[src/rtl/interval_tick_timer.sv]
module interval_tick_timer #(
  parameter int PRESC_BITS = 4
) (
  input  logic        clk,
  input  logic        rst_n,
  input  logic [3:0]  bus_addr,
  input  logic        bus_we,
  input  logic [31:0] bus_wdata,
  input  logic        bus_re,
  output logic [31:0] bus_rdata,
  output logic        irq
);
  localparam int LIM_W = 20;
  localparam int OVF_W = 32 - LIM_W;

  logic [LIM_W-1:0]      lim_q, cur_q;
  logic [OVF_W-1:0]      ovf_q;
  logic [PRESC_BITS-1:0] div_q;
  logic                  run_en_q, int_en_q, sts_q;

  logic running, tick, wrap, ack_rd, ctl_wr;

  assign running = run_en_q | (cur_q != '0);
  assign tick    = running & (div_q == '1);
  assign wrap    = tick & (cur_q == lim_q);
  assign ack_rd  = bus_re & (bus_addr == 4'h8);
  assign ctl_wr  = bus_we & (bus_addr == 4'h0);
  assign irq     = sts_q & int_en_q;

  always_ff @(posedge clk or negedge rst_n) begin
    if (!rst_n) begin
      lim_q    <= '0;
      cur_q    <= '0;
      ovf_q    <= '0;
      div_q    <= '0;
      run_en_q <= 1'b0;
      int_en_q <= 1'b0;
      sts_q    <= 1'b0;
    end else begin
      if (ctl_wr) begin
        lim_q    <= bus_wdata[LIM_W-1:0];
        run_en_q <= bus_wdata[24];
        int_en_q <= bus_wdata[25];
      end
      div_q <= running ? div_q + 1'b1 : '0;
      if (tick) cur_q <= wrap ? '0 : cur_q + 1'b1;
      if (ack_rd) begin
        ovf_q <= wrap ? OVF_W'(1) : '0;
        sts_q <= wrap;
      end else if (wrap) begin
        sts_q <= 1'b1;
        if (ovf_q != '1) ovf_q <= ovf_q + 1'b1;
      end
    end
  end

  always_comb begin
    bus_rdata = '0;
    if (bus_re) begin
      unique case (bus_addr)
        4'h0:       bus_rdata = {6'b0, int_en_q, run_en_q, 4'b0, lim_q};
        4'h4:       bus_rdata = {31'b0, sts_q};
        4'h8, 4'hC: bus_rdata = {ovf_q, cur_q};
        default:    bus_rdata = '0;
      endcase
    end
  end
endmodule

[config.mk]
export PLATFORM = sky130hd
export DESIGN_NAME = interval_tick_timer
export DESIGN_NICKNAME = d
export VERILOG_FILES = /design/src/rtl/interval_tick_timer.sv
export SDC_FILE = /design/constraint.sdc
export NUM_CORES = 1
export LEC_CHECK = 0
export BUFFER_PORTS_ARGS = -buffer_cell sky130_fd_sc_hd__buf_2
export CAP_MARGIN = 0
export CORE_MARGIN = 2
export CORE_UTILIZATION = 50
export DETAILED_ROUTE_END_ITERATION = 8
export PLACE_DENSITY = 0.75
export SLEW_MARGIN = 0
export SYNTH_ARGS = -nofsm -noshare
export SYNTH_HDL_FRONTEND = slang
export SYNTH_SLANG_ARGS = --single-unit
export TNS_END_PERCENT = 30
[constraint.sdc]
create_clock -name clk -period 2.05 [get_ports clk]
set_input_delay 0.205 -clock clk [delete_from_list [all_inputs] [get_ports clk]]
set_output_delay 0.205 -clock clk [all_outputs]
set_load 0.02 [all_outputs]
==> summary.md <==
| Metric | Value |
|---|---|
| Antenna violations before repair | `0` |
| Highest fanout seen on the critical path | `5` |
| Number of violations reported at the end of detailed-routing iteration 0 | `around 280` |
| Synthesis warning total | `0` |
| TritonCTS clock tree | `built` |
| Worst endpoint required time | `2.34 ns` |
| Sequential element share of the synthesized area | `between 40% and 50%` |
| Mapped Cells | `365` |
| Status | `complete, but fails checks` |
| Combinational family with the most area after synthesis | `simple AND/OR/NAND/NOR gates` |
| Count of final hold-check violations | `0` |
| Number of cells after detailed placement | `542` |
| Portion of netlist area occupied by mux cells | `approximately 7.4%` |
| Core region area | `6760 µm²` |
| Routed Antenna Nets | `0` |
| Number of H-tree levels | `3` |
| Max Slew Vio Count | `0` |
| PwrDens | `693 nW/µm²` |
| Antenna cell count | `0` |
| Total of flip-flops plus latches after synthesis | `59` |
| Number of search-and-repair iterations in the first detailed-routing pass | `5` |
| Worst hold path cell count | `2` |
| Placement-stage cell area | `4260 µm²` |
| Register-to-Register Setup Slack | `-0.13 ns` |
| CTS clk-pin slew, worst paths | `0.07 ns` |
| Maximum number of pins on one net before global-route repair | `37` |
| Failing checks | `negative setup slack` |
| # setup viols final | `17` |
| Leakage power | `2.20 nW` |
| Worst-skew pair later-pin latency | `about 0.35 ns` |
| Chip Height | `87.5 µm` |
| Max Freq | `around 0.46 GHz` |
| Final worst setup slack | `-0.129 ns` |
| Number of enable flip-flop cells after synthesis | `0` |
| Startpoint type of the worst setup path | `flop` |
| Post-detailed-placement half-perimeter wirelength | `6880 µm` |
| Element type at the critical path end | `flop` |
| Critical path startpoint | `cur_q[13]$_DFFE_PN0P_` |
| Clock root cell | `sky130_fd_sc_hd__clkbuf_8` |
| Detailed-route vias per instance | `5.96` |
| Slew at the pin closest to its max-slew limit | `0.749 ns` |
| Starting density of the core | `51.6%` |
| Min-Delay Path Class | `input pin to flop` |
| Critical path start-end classification | `flop to flop` |
| Mean instance size in the synthesized netlist | `around 9.6 µm²` |
| Crit path arrival time | `2.46 ns` |
| Number of distinct library cell variants in the gate-level netlist after synthesis | `47` |
| Period minus WS final | `around 2.2 ns` |
| Io pins | `73` |
| Crit Reg-Reg Startpoint | `cur_q[13]$_DFFE_PN0P_` |
| Placer Congestion | `about 0.90` |
| Crit path capture | `ovf_q[8]$_DFFE_PN0P_` |
| Routed vias | `3371` |
| Number of clock sinks | `59` |
| Rows | `30` |
| R2R depth | `7` |
| Crit share post-route | `106%` |
| Total nets after synthesis | `~400` |
| Worst VDD drop | `around 0.00063 V` |
| Simple logic cell fraction of the synthesized area | `around a quarter` |
| Detailed-route wire length | `a little under 10000 µm` |
| Number of global-route vias before repair | `3139` |
| Area overhead of the layout relative to synthesis | `34.6%` |
| Total Die Area | `7660 µm²` |
| Post-layout power | `~3.3 mW` |
| Cell area after layout | `4690 µm²` |
| Worst slew margin | `approximately half` |
| Longest Clk Path Bufs | `2` |
| Post-synthesis adder-cell area fraction | `1.44%` |
| Global-route wire length before repair | `15200 µm` |
| IO buf count | `62` |
| Net count of the finished layout | `525` |
| Maximum Capacitance Violations | `0` |
| Proportion of layout cells with a drive suffix above 1 | `40.5%` |
| Width of the die | `87.5 µm` |
| Worst clock skew on the final layout | `roughly 0.0088 ns` |
| Overflow after GRT | `0` |
| Average wire per cell in the routed design | `17.4 µm` |
| Post-synthesis instance area | `3490 µm²` |
| Inserted Clock Buffers | `9` |
| Top_reg_cell synth | `sky130_fd_sc_hd__dfrtp_1` |
| Compound-gate portion of the synthesized area | `11.9%` |
| Share of flip-flops with an asynchronous set or reset | `100%` |
| DRC violation count after routing | `0` |
| GRT Util Overall | `26.0%` |
| Post-layout instance count excluding filler cells | `between 500 and 600` |
| Post-Synth XOR/XNOR Area | `between 8 and 9%` |
| Endpoint of the most critical register-to-register path | `ovf_q[8]$_DFFE_PN0P_` |
| Unrepaired setup endpoints after global routing | `true` |
[sequential cells by signal, summed over array words and instances (netlist names)]
register and flops:
ovf_q 12, run_en_q 1, lim_q 20, cur_q 20, int_en_q 1, div_q 4
sts_q 1
[power breakdown]
| part | leakage [nW] | internal [mW] | switching (mW) | total, mW |
|---|---|---|---|---|
| Combinational | 1.31 | 0.298 | 0.251 | 0.549 |
| Clock | 0.113 | 0.749 | 0.492 | 1.24 |
| Sequential | 0.776 | 1.31 | 0.150 | 1.46 |
[cells by family (layout without fill, tap and decap cells)]
family          after synthesis  count (layout)
fa+ha+maj                     4               4
buf+inv                      30             149
simple gates                155             157
flops                        59              59
compound gates               62              62
mux                          23              23
xor+xnor                     32              32
[critical path: stages, from the launching register on]
cell	delay (ns)
sky130_fd_sc_hd__dfrtp_1	0.42
sky130_fd_sc_hd__xnor2_1	0.26
sky130_fd_sc_hd__nand4_1	0.22
sky130_fd_sc_hd__nor4_4	0.37
sky130_fd_sc_hd__nand3_2	0.20
sky130_fd_sc_hd__buf_4	0.18
sky130_fd_sc_hd__or3_1	0.35
sky130_fd_sc_hd__a21oi_2	0.12
[layer usage]
layer / part of all wire [%] / track usage [%] / up-vias
met5: 0 / 0 / -
met4: 2.9 / 10.9 / 0
met3: 5.9 / 5.40 / 27
met2: 50 / 42.7 / 141
met1: 41 / 33.5 / 1658
li1: - / - / 1545
[area by class of cell]
cell class / count / area, µm²
fillers: 517 / 2060
clock buffers: 12 / 155
flip-flops and latches: 59 / 1480
inverters: 6 / 22.5
repair buffers: 127 / 857
well taps: 80 / 100
clock inverters: 4 / 72.6
multi-input cells: 278 / 2010
[cell usage in the layout, fill, tap and decap left out, drive strengths merged, types with 6 or more instances in the layout]
cell	synthesis	final
nand3	15	16
nor2	48	48
o21ai	14	14
xor2	9	9
or3	7	7
nor3	6	6
nand4	12	12
and3	14	14
xnor2	23	23
buf	15	126
dfrtp	59	59
nor4	8	8
and2	7	8
clkbuf	9	12
a21oi	11	11
mux2	22	22
a22oi	21	21
nand2	20	20
inv	6	6
[stage by stage]
step | utilization [%] | hold WS, ns | TNS (ns) | setup WS (ns)
after CTS | 68.1 | 0.0797 | -0.0901 | -0.0335
after global routing | 69.4 | 0.0788 | -2.73 | -0.238
after floorplan | - | -0.0906 | 0 | 0.000865
after global placement | 63.0 | 0.223 | -0.193 | -0.0610
final | 69.4 | 0.0767 | -0.718 | -0.129
after detailed placement | 63.0 | 0.232 | -0.469 | -0.128
[worst min path at each step]
| stage | slack, ns | to | start |
|---|---|---|---|
| 2_1_floorplan | -0.09 | cur_q[0]$_DFFE_PN0P_ | rst_n |
| 3_3_place_gp | 0.22 | ovf_q[10]$_DFFE_PN0P_ | rst_n |
| 5_1_grt | 0.08 | int_en_q$_DFFE_PN0P_ | bus_wdata[25] |
| 4_1_cts | 0.08 | lim_q[2]$_DFFE_PN0P_ | bus_wdata[2] |
| 3_5_place_dp | 0.23 | ovf_q[8]$_DFFE_PN0P_ | rst_n |
| 6_report | 0.08 | lim_q[3]$_DFFE_PN0P_ | bus_wdata[3] |
[synthesized netlist by cell type, types with 2 or more instances]
cell type / count / area (µm²)
sky130_fd_sc_hd__a21o_1: 3 / 22.5
sky130_fd_sc_hd__a21oi_1: 10 / 50.1
sky130_fd_sc_hd__a22o_1: 4 / 35.0
sky130_fd_sc_hd__a22oi_1: 21 / 158
sky130_fd_sc_hd__and2_1: 6 / 37.5
sky130_fd_sc_hd__and3_1: 13 / 81.3
sky130_fd_sc_hd__and4_1: 5 / 43.8
sky130_fd_sc_hd__buf_1: 2 / 7.51
sky130_fd_sc_hd__buf_2: 7 / 35.0
sky130_fd_sc_hd__buf_6: 6 / 67.6
sky130_fd_sc_hd__clkbuf_1: 9 / 33.8
sky130_fd_sc_hd__dfrtp_1: 59 / 1480
sky130_fd_sc_hd__ha_1: 4 / 50.1
sky130_fd_sc_hd__inv_1: 6 / 22.5
sky130_fd_sc_hd__mux2_2: 22 / 248
sky130_fd_sc_hd__nand2_1: 20 / 75.1
sky130_fd_sc_hd__nand3_1: 14 / 70.1
sky130_fd_sc_hd__nand4_1: 12 / 75.1
sky130_fd_sc_hd__nor2_1: 47 / 176
sky130_fd_sc_hd__nor2b_1: 4 / 25.0
sky130_fd_sc_hd__nor3_1: 6 / 30.0
sky130_fd_sc_hd__nor4_1: 7 / 43.8
sky130_fd_sc_hd__nor4b_1: 2 / 17.5
sky130_fd_sc_hd__o21ai_0: 14 / 70.1
sky130_fd_sc_hd__o22ai_1: 2 / 12.5
sky130_fd_sc_hd__o41ai_1: 2 / 17.5
sky130_fd_sc_hd__or2_2: 2 / 12.5
sky130_fd_sc_hd__or3_1: 7 / 43.8
sky130_fd_sc_hd__or4_4: 2 / 22.5
sky130_fd_sc_hd__xnor2_1: 22 / 193
sky130_fd_sc_hd__xor2_1: 9 / 78.8
[repair_timing]
action,CTS,global route
setup endpoints to repair,15,26
pin swaps,11,17
gates cloned,1,1
hold buffers,1,0
gates resized for setup,15,23
endpoints found under the hold margin,23,0
setup buffers,4,3
No activity file was read; power rests on OpenSTA's default activity.
